<file path="src/rtl/bus_own_pkg.sv">
package bus_own_pkg;
  localparam int unsigned CMD_W = 4;
  // cmd[3]=1: data word, cmd[0]=end of data; cmd[3]=0: command, opcode in cmd[2:1]
  localparam int unsigned CMD_DATA_BIT = 3;
  localparam int unsigned CMD_EOD_BIT  = 0;
  localparam logic [1:0]  OP_NULL  = 2'b00;
  localparam logic [1:0]  OP_WRITE = 2'b01;
  localparam logic [1:0]  OP_READ  = 2'b10;
  localparam logic [CMD_W-1:0] CMD_READ = {1'b0, OP_READ, 1'b0};
  localparam logic [CMD_W-1:0] CMD_IDLE = {1'b0, OP_NULL, 1'b0};

  typedef enum logic [2:0] {
    ST_OWN,
    ST_REQ,
    ST_REL_RD,
    ST_REL_EXT,
    ST_SLV_RD,
    ST_SLV_EXT
  } own_state_e;
endpackage

</file>
<file path="src/rtl/bus_own_fsm.sv">
module bus_own_fsm
  import bus_own_pkg::*;
#(
  parameter int unsigned DW = 32
) (
  input  logic          clk_i,
  input  logic          rst_ni,
  input  logic          rd_req_i,
  input  logic [DW-1:0] rd_addr_i,
  input  logic          rd_rdy_ni,
  input  logic          ext_req_ni,
  input  logic          null_i,
  input  logic          rd_end_i,
  output logic          rd_ack_o,
  output logic          drive_o,
  output logic          req_o,
  output logic          rel_o,
  output logic          slave_o,
  output logic          slave_rd_o,
  output logic [DW-1:0] addr_o
);
  own_state_e    state_q, state_d;
  logic [DW-1:0] addr_q;

  // external request has priority over a new read
  assign rd_ack_o = (state_q == ST_OWN) && ext_req_ni && rd_req_i;

  always_comb begin
    state_d = state_q;
    unique case (state_q)
      ST_OWN: begin
        if (!ext_req_ni)   state_d = ST_REL_EXT;
        else if (rd_req_i) state_d = ST_REQ;
      end
      ST_REQ:     if (!rd_rdy_ni) state_d = ST_REL_RD;
      ST_REL_RD:  state_d = ST_SLV_RD;
      ST_REL_EXT: state_d = ST_SLV_EXT;
      ST_SLV_RD:  if (null_i || rd_end_i) state_d = ST_OWN;
      ST_SLV_EXT: if (null_i) state_d = ST_OWN;
      default:    state_d = ST_OWN;
    endcase
  end

  always_ff @(posedge clk_i or negedge rst_ni) begin
    if (!rst_ni) begin
      state_q <= ST_OWN;
      addr_q  <= '0;
    end else begin
      state_q <= state_d;
      if (rd_ack_o) addr_q <= rd_addr_i;
    end
  end

  assign drive_o    = (state_q == ST_OWN) || (state_q == ST_REQ);
  assign req_o      = (state_q == ST_REQ);
  assign rel_o      = (state_q == ST_REL_RD) || (state_q == ST_REL_EXT);
  assign slave_o    = (state_q == ST_SLV_RD) || (state_q == ST_SLV_EXT);
  assign slave_rd_o = (state_q == ST_SLV_RD);
  assign addr_o     = addr_q;
endmodule

</file>
<file path="src/rtl/bus_in_decode.sv">
module bus_in_decode
  import bus_own_pkg::*;
(
  input  logic             slave_i,
  input  logic             valid_in_ni,
  input  logic [CMD_W-1:0] cmd_i,
  output logic             null_o,
  output logic             wcmd_o,
  output logic             data_o,
  output logic             eod_o
);
  logic strobe;
  logic is_data;

  // valid-in only counts while the agent owns the buses
  assign strobe  = slave_i && !valid_in_ni;
  assign is_data = cmd_i[CMD_DATA_BIT];

  assign data_o = strobe && is_data;
  assign eod_o  = strobe && is_data && cmd_i[CMD_EOD_BIT];
  assign null_o = strobe && !is_data && (cmd_i[2:1] == OP_NULL);
  assign wcmd_o = strobe && !is_data && (cmd_i[2:1] == OP_WRITE);
endmodule

</file>
<file path="src/rtl/bus_rsp_capture.sv">
module bus_rsp_capture #(
  parameter int unsigned DW = 32
) (
  input  logic          clk_i,
  input  logic          rst_ni,
  input  logic          slave_rd_i,
  input  logic          null_i,
  input  logic          wcmd_i,
  input  logic          data_i,
  input  logic          eod_i,
  input  logic [DW-1:0] bus_data_i,
  output logic          rd_end_o,
  output logic [DW-1:0] rd_data_o,
  output logic          rd_data_valid_o,
  output logic          rd_done_o,
  output logic [DW-1:0] wr_reg_o
);
  logic          wr_pend_q;
  logic [DW-1:0] rd_data_q, wr_reg_q;
  logic          rd_vld_q, rd_done_q;
  logic          rd_word;

  assign rd_word  = data_i && !wr_pend_q && slave_rd_i;
  assign rd_end_o = rd_word && eod_i;

  always_ff @(posedge clk_i or negedge rst_ni) begin
    if (!rst_ni) begin
      wr_pend_q <= 1'b0;
      wr_reg_q  <= '0;
      rd_data_q <= '0;
      rd_vld_q  <= 1'b0;
      rd_done_q <= 1'b0;
    end else begin
      rd_vld_q  <= rd_word;
      rd_done_q <= rd_end_o;
      if (rd_word) rd_data_q <= bus_data_i;
      if (wcmd_i) begin
        wr_pend_q <= 1'b1;
      end else if (data_i && wr_pend_q) begin
        wr_reg_q  <= bus_data_i;
        wr_pend_q <= 1'b0;
      end else if (null_i) begin
        wr_pend_q <= 1'b0;
      end
    end
  end

  assign rd_data_o       = rd_data_q;
  assign rd_data_valid_o = rd_vld_q;
  assign rd_done_o       = rd_done_q;
  assign wr_reg_o        = wr_reg_q;
endmodule

</file>
<file path="src/rtl/bus_own_ctrl.sv">
module bus_own_ctrl
  import bus_own_pkg::*;
#(
  parameter int unsigned DW = 32
) (
  input  logic             clk_i,
  input  logic             rst_ni,
  input  logic             rd_req_i,
  input  logic [DW-1:0]    rd_addr_i,
  output logic             rd_ack_o,
  output logic [DW-1:0]    rd_data_o,
  output logic             rd_data_valid_o,
  output logic             rd_done_o,
  output logic [DW-1:0]    wr_reg_o,
  output logic [DW-1:0]    bus_data_o,
  input  logic [DW-1:0]    bus_data_i,
  output logic [CMD_W-1:0] cmd_o,
  input  logic [CMD_W-1:0] cmd_i,
  output logic             bus_oe_o,
  output logic             valid_out_no,
  input  logic             valid_in_ni,
  input  logic             rd_rdy_ni,
  input  logic             ext_req_ni,
  output logic             release_no
);
  logic          drive, req, rel, slave, slave_rd;
  logic          ev_null, ev_wcmd, ev_data, ev_eod, rd_end;
  logic [DW-1:0] addr;

  bus_own_fsm #(.DW(DW)) u_fsm (
    .clk_i      (clk_i),
    .rst_ni     (rst_ni),
    .rd_req_i   (rd_req_i),
    .rd_addr_i  (rd_addr_i),
    .rd_rdy_ni  (rd_rdy_ni),
    .ext_req_ni (ext_req_ni),
    .null_i     (ev_null),
    .rd_end_i   (rd_end),
    .rd_ack_o   (rd_ack_o),
    .drive_o    (drive),
    .req_o      (req),
    .rel_o      (rel),
    .slave_o    (slave),
    .slave_rd_o (slave_rd),
    .addr_o     (addr)
  );

  bus_in_decode u_dec (
    .slave_i     (slave),
    .valid_in_ni (valid_in_ni),
    .cmd_i       (cmd_i),
    .null_o      (ev_null),
    .wcmd_o      (ev_wcmd),
    .data_o      (ev_data),
    .eod_o       (ev_eod)
  );

  bus_rsp_capture #(.DW(DW)) u_cap (
    .clk_i           (clk_i),
    .rst_ni          (rst_ni),
    .slave_rd_i      (slave_rd),
    .null_i          (ev_null),
    .wcmd_i          (ev_wcmd),
    .data_i          (ev_data),
    .eod_i           (ev_eod),
    .bus_data_i      (bus_data_i),
    .rd_end_o        (rd_end),
    .rd_data_o       (rd_data_o),
    .rd_data_valid_o (rd_data_valid_o),
    .rd_done_o       (rd_done_o),
    .wr_reg_o        (wr_reg_o)
  );

  assign bus_oe_o     = drive;
  assign valid_out_no = !req;
  assign release_no   = !rel;
  assign bus_data_o   = req ? addr : '0;
  assign cmd_o        = req ? CMD_READ : CMD_IDLE;
endmodule

</file>
<file path="config.mk">
export PLATFORM = sky130hd
export DESIGN_NAME = bus_own_ctrl
export DESIGN_NICKNAME = d
export VERILOG_FILES = /design/src/rtl/bus_own_pkg.sv /design/src/rtl/bus_own_fsm.sv /design/src/rtl/bus_in_decode.sv /design/src/rtl/bus_rsp_capture.sv /design/src/rtl/bus_own_ctrl.sv
export SDC_FILE = /design/constraint.sdc
export NUM_CORES = 1
export LEC_CHECK = 0
export BUFFER_PORTS_ARGS = -buffer_cell sky130_fd_sc_hd__buf_2
export CAP_MARGIN = 15
export CORE_ASPECT_RATIO = 0.5
export CORE_MARGIN = 5
export CORE_UTILIZATION = 40
export DETAILED_ROUTE_END_ITERATION = 12
export PLACE_DENSITY = 0.79
export SYNTH_ARGS = -nofsm -noshare
export SYNTH_HDL_FRONTEND = slang
export SYNTH_HIERARCHICAL = 1
export SYNTH_SLANG_ARGS = --single-unit
</file>
<file path="constraint.sdc">
create_clock -name clk_i -period 4.26 [get_ports clk_i]
set_input_delay 0.426 -clock clk_i [delete_from_list [all_inputs] [get_ports clk_i]]
set_output_delay 0.426 -clock clk_i [all_outputs]
set_load 0.01 [all_outputs]
</file>
# Yosys cells after proc, flatten, opt, wreduce, memory -nomap -nowiden
# Cells that the tools add are included.
[op_classes] bitwise=1 shift=0 eq_ne=10 addsub=0 muxes=11 reduce_logical=26 div_mod_pow=0 magnitude_cmp=0 multipliers=0
[ops] operator="$mux W32" count=1
[ops] operator="$mux W3" count=6
[ops] operator="$pmux W3 S6" count=1
[ops] operator="$logic_and A1 B1 Y1" count=12
[ops] operator="$eq A3 B2 Y1 const B" count=2
[ops] operator="$eq A3 B3 Y1 const B" count=2
[ops] operator="$logic_not A1 Y1" count=5
[ops] operator="$logic_or A1 B1 Y1" count=4
[ops] operator="$ne A2 B2 Y1 const B" count=2
[ops] operator="$reduce_and A4 Y1" count=1
[ops] operator="$eq A3 B1 Y1 const B" count=1
[ops] operator="$logic_not A3 Y1" count=1
[ops] operator="$mux W1" count=3
[ops] operator="$ne A3 B3 Y1 const B" count=1
[ops] operator="$reduce_bool A3 Y1" count=1
[ops] operator="$eq A2 B1 Y1 const B" count=1
[ops] operator="$logic_not A2 Y1" count=1
[ops] operator="$ne A2 B1 Y1 const B" count=1
[ops] operator="$reduce_and A2 Y1" count=1
[ops] operator="$not A1 Y1" count=1
[totals] romBits=0 register_bits=102 mem_count=0 ramBits=0 input_bits=74 latchBits=0 out_inout_bits=106

# Logic depth before layout (Yosys ltp)
[depth] ltp_word=10 mapped_depth=8

# Modules after synthesis
# Netlist, hierarchy kept.
[by_module_without_submodules] module="bus_rsp_capture" seq_area_each_um2=1676.6 cells_each=144 area_per_inst_um2=2518.7 n_inst=1
[by_module_without_submodules] module="bus_own_fsm" seq_area_each_um2=875.8 cells_each=89 area_per_inst_um2=1507.7 n_inst=1
[by_module_without_submodules] module="bus_own_ctrl" seq_area_each_um2=0.0 cells_each=42 area_per_inst_um2=256.5 n_inst=1
[by_module_without_submodules] module="bus_in_decode" seq_area_each_um2=0.0 cells_each=5 area_per_inst_um2=42.5 n_inst=1

# Least setup slack after synthesis
# No wires, ideal clock.
[synth_path] kind="reg2reg" from="register u_fsm.state_q[2]" to="register u_fsm.state_q[2]" setup_ps=124 arrival_ps=1551 t_required_ps=4136 path_buffers=1 path_stages_with_launch=9 path_slack_ps=2585 path_cell_list="dfrtp_1 nor2b_1 and3b_1 nand3b_4 buf_6 nor2_1 inv_1 o21ai_0 o21bai_1"
[synth_between] elab_chain_len=10 word_cells_on_any_way=22 cone_classes="9 x eq/ne; 1 x mux; 12 x reduce/logical"
[synth_rtl] item="from (decl)" line="bus_own_fsm.sv:22" text="own_state_e state_q, state_d;"
[synth_rtl] item="from (signal assigned)" line="bus_own_fsm.sv:49" text="state_q <= state_d;"
[synth_rtl] item="$eq A3 B3 Y1" line="bus_own_fsm.sv:57" text="assign slave_o = (state_q == ST_SLV_RD) || (state_q == ST_SLV_EXT);"
[synth_rtl] item="$logic_or A1 B1 Y1 *" line="bus_own_fsm.sv:57"
[synth_rtl] item="via slave" line="bus_own_ctrl.sv:26" text="logic drive, req, rel, slave, slave_rd;"
[synth_rtl] item="$logic_and A1 B1 Y1 *" line="bus_in_decode.sv:16" text="assign strobe = slave_i && !valid_in_ni;"
[synth_rtl] item="$logic_and A1 B1 Y1 *" line="bus_in_decode.sv:19" text="assign data_o = strobe && is_data;"
[synth_rtl] item="via ev_data" line="bus_own_ctrl.sv:27" text="logic ev_null, ev_wcmd, ev_data, ev_eod, rd_end;"
[synth_rtl] item="$logic_and A1 B1 Y1 (2 in a row)" line="bus_rsp_capture.sv:23" text="assign rd_word = data_i && !wr_pend_q && slave_rd_i;"
[synth_rtl] item="$logic_and A1 B1 Y1 *" line="bus_rsp_capture.sv:24" text="assign rd_end_o = rd_word && eod_i;"
[synth_rtl] item="via rd_end" line="bus_own_ctrl.sv:27"
[synth_rtl] item="$logic_or A1 B1 Y1 *" line="bus_own_fsm.sv:38" text="ST_SLV_RD: if (null_i || rd_end_i) state_d = ST_OWN;"
[synth_rtl] item="$ne A2 B2 Y1 (no line) *"
[synth_rtl] item="$reduce_and A4 Y1 (no line) *"
# The timed path passes the listed nets; every way through them passes the cells marked *.
# A chain may end at the register's enable or synchronous reset.

# Worst setup path in the final report
[layout_path] from="register u_fsm.state_q[1]" to="output bus_data_o[12]"
[layout_between] elab_chain_len=2
[layout_rtl] item="$eq A3 B1 Y1" line="bus_own_fsm.sv:55" text="assign req_o = (state_q == ST_REQ);"
[layout_rtl] item="$mux W32" line="bus_own_ctrl.sv:77" text="assign bus_data_o = req ? addr : '0;"
[layout_rtl] item="to (decl)" line="bus_own_ctrl.sv:15" text="output logic [DW-1:0] bus_data_o,"
# Every way passes these cells.

==> flow_summary.json <==
{
  "placed_area_um2": 5250,
  "antenna_found_initial": 0,
  "drv_cap": 0,
  "drive_gt1_share_pct": 64.1,
  "route.detailed.drc": 0,
  "synthMuxAreaShare_pct": 27.5,
  "p_int_uw": 2580,
  "critPathRequiredTime_ns": 3.83,
  "period_needed_ns": 2.45,
  "rsz0062_at_grt": "no",
  "crit_top_cell": "and2_1",
  "switching_share_pct": 31.5,
  "yosys.area_share.simple_pct": 8.24,
  "final_area_um2": 5530,
  "irDropWorstVdd_mv": 0.248,
  "status": "complete, no violations",
  "synth_fa_ha_area_share_pct": 0,
  "route.vias.total": 2787,
  "io_buffer_count": 176,
  "power_frac_seq_pct": 43.4,
  "crit_arrival_ns": 2.02,
  "ctsResizeCount": 0,
  "synth_ff_type": "dfrtp_1",
  "grt_max_degree": 73,
  "num_io_pins": 180,
  "wl_um": 9360,
  "clock_skew_ns": 0.00478,
  "ys_warn_count": 6,
  "grt_first_pass_wirelength_um": 15000,
  "clk_latency_ns": 0.33,
  "drtIter0Drc": 92,
  "die_y_um": 83.5,
  "min_path_type": "in2async",
  "worst-path-buf-inv": 1,
  "end_kind": "primary output",
  "clock_sinks": 102,
  "power_frac_clock_pct": 20.0,
  "crit_slowest_cell": "and2_1",
  "slew_headroom_pct": 40.7,
  "fin_nets": 528,
  "crit_path_start_kind": "flip-flop",
  "worst_pin_slew_ns": 0.890,
  "period_share_pct": 57.5,
  "clk_transition_reported_paths_ns": 0.06,
  "syn_area_um2": 4330,
  "core-area_um2": 10400,
  "rrSetupSlack_ns": 1.87,
  "die_area_um2": 13100,
  "clock_path_buffers": 2,
  "power_switching_uw": 1190,
  "wl_per_cell_um": 15.6,
  "crit_chain": "nor2_4 > and2_1 > and2_1 > buf_2",
  "area_growth_pct": 27.8,
  "cts_buffers": 9,
  "antenna_cells": 0,
  "first_pass_iters": 6,
  "critPathMaxFanout": 34,
  "leakagePower_uw": 0.00311,
  "rows": 26,
  "synth_compound_area_share_pct": 1.16,
  "max_freq_mhz": 408,
  "initial_utilization_pct": 41.7,
  "cts_hold_buf": 0,
  "hold_viol": 0,
  "synth-seq-cells": 102,
  "maxSlewViolCount": 0,
  "fillerInstances": 904,
  "post-route-util_pct": 53.3,
  "cpLargestDelayFamily": "simple AND/OR/NAND/NOR gates",
  "place_congestion": 0.763,
  "cts_tree": "built",
  "detail-route-antenna-nets": 0,
  "seq_area_um2": 2550,
  "p_per_area_nw_per_um2": 682,
  "grt_pass1_vias": 2860,
  "tns_ns": 0,
  "h-tree-depth": 3,
  "grt_util_all_layers_pct": 14.2,
  "hpwl_um": 6980,
  "multi_input_area_um2": 1610,
  "netlist-cell-type-count": 30,
  "fin_hold_ws_ns": 0.221,
  "critPathKind": "reg2out",
  "cts_root_buf": "clkbuf_16",
  "netlist_instances": 280,
  "ys_seq_area_share_pct": 59.0,
  "die_w_um": 157,
  "synth_top_family_by_area": "multiplexers",
  "setup_violations": 0,
  "async_flop_share_pct": 100,
  "via_per_inst": 4.65,
  "postCtsSetupRepairBufs": 0,
  "overflow": 0,
  "combPwrFrac_pct": 36.6,
  "slowest_delay_ns": 0.69,
  "synthXorXnorAreaFrac_pct": 0,
  "syn_avg_cell_area_um2": 15.4,
  "synth-edff-count": 0
}
[metal layers]
| metal | track usage, % | part of all wire (%) | up-vias | routed length [µm] |
|---|---|---|---|---|
| li1 | - | - | 1301 | - |
| met1 | 16.2 | 39 | 1398 | 3620 |
| met2 | 26.0 | 55 | 77 | 5110 |
| met3 | 3.78 | 5.4 | 11 | 501 |
| met4 | 4.14 | 1.4 | 0 | 127 |
| met5 | 0 | 0 | - | 0 |
[worst register-to-register path: stages (launching register included)]
cell	delay (ns)
dfrtp_1	0.48
nor2b_1	0.26
and3b_1	0.30
nand3b_2	0.66
mux2_2	0.57
[state kept, by name (all words and copies together) (netlist names)]
name	count
u_cap/rd_done_o	1
u_cap/rd_data_o	32
u_fsm/state_q	3
u_fsm/addr_o	32
u_cap/wr_pend_q	1
u_cap/rd_data_valid_o	1
u_cap/wr_reg_o	32
[synthesized netlist by cell type, types with 2 or more instances]
library cell	count	area share, %
mux2_1	2	0.52
nor2_1	4	0.35
mux2_2	65	17
mux2_4	29	10
o21ai_0	2	0.23
and2_1	34	4.9
clkbuf_2	2	0.23
buf_6	9	2.3
nor2b_1	2	0.29
inv_1	7	0.61
dfrtp_1	102	59
buf_4	4	0.69
[stage by stage]
stage	total power, µW	setup slack [ns]	std cells
after detailed placement	3060	1.84	583
after global placement	3010	1.95	583
after CTS	3830	1.71	599
after floorplan	2490	2.59	282
after global routing	4010	1.58	599
final	3770	1.81	599
[final cells by class]
class                           count  share of cell area [%]
Sequential cell                   102                    46.2
Multi-Input combinational cell    157                    29.1
Timing Repair Buffer              177                    16.1
Clock buffer                       10                    4.32
Tap cell                          140                    3.17
Clock inverter                      6                   0.656
Inverter                            7                   0.475
[cell families (layout without fill, tap and decap cells)]
logic type / Yosys count / after routing
flops: 102 / 102
other cells: 1 / 3
mux: 96 / 96
compound gates: 7 / 7
buf+inv: 23 / 200
simple gates: 51 / 51
[cells in the final DEF (no fill, tap or decap), types with 3 or more instances in the layout]
cell,n
buf_2,175
dfrtp_1,102
mux2_2,65
and2_1,34
mux2_4,29
clkbuf_16,9
inv_1,7
clkinv_2,4
nor2_1,4
conb_1,3
[path summary, 6_finish.rpt]
path,startpoint,to,cells past startpoint
worst max register to register,u_fsm/state_q[2],u_cap/wr_reg_o[16],4
min in group clk_i,rd_addr_i[14],u_fsm/addr_o[14],2
worst min-delay path,rst_ni,u_cap/rd_data_o[30],1
max in group asynchronous,rst_ni,u_fsm/addr_o[18],2
worst max-delay path,u_fsm/state_q[1],bus_data_o[12],4
worst min register to register,u_cap/rd_data_o[29],u_cap/rd_data_o[29],1
[power groups by stage]
stage                     clock [µW]  sequential [µW]  combinational [µW]
final                            755             1630                1380
after global routing             824             1690                1490
after CTS                        780             1640                1410
after detailed placement           0             1650                1410
after global placement             0             1630                1380
after floorplan                    0             1730                 760
No activity file was read; power rests on OpenSTA's default activity.
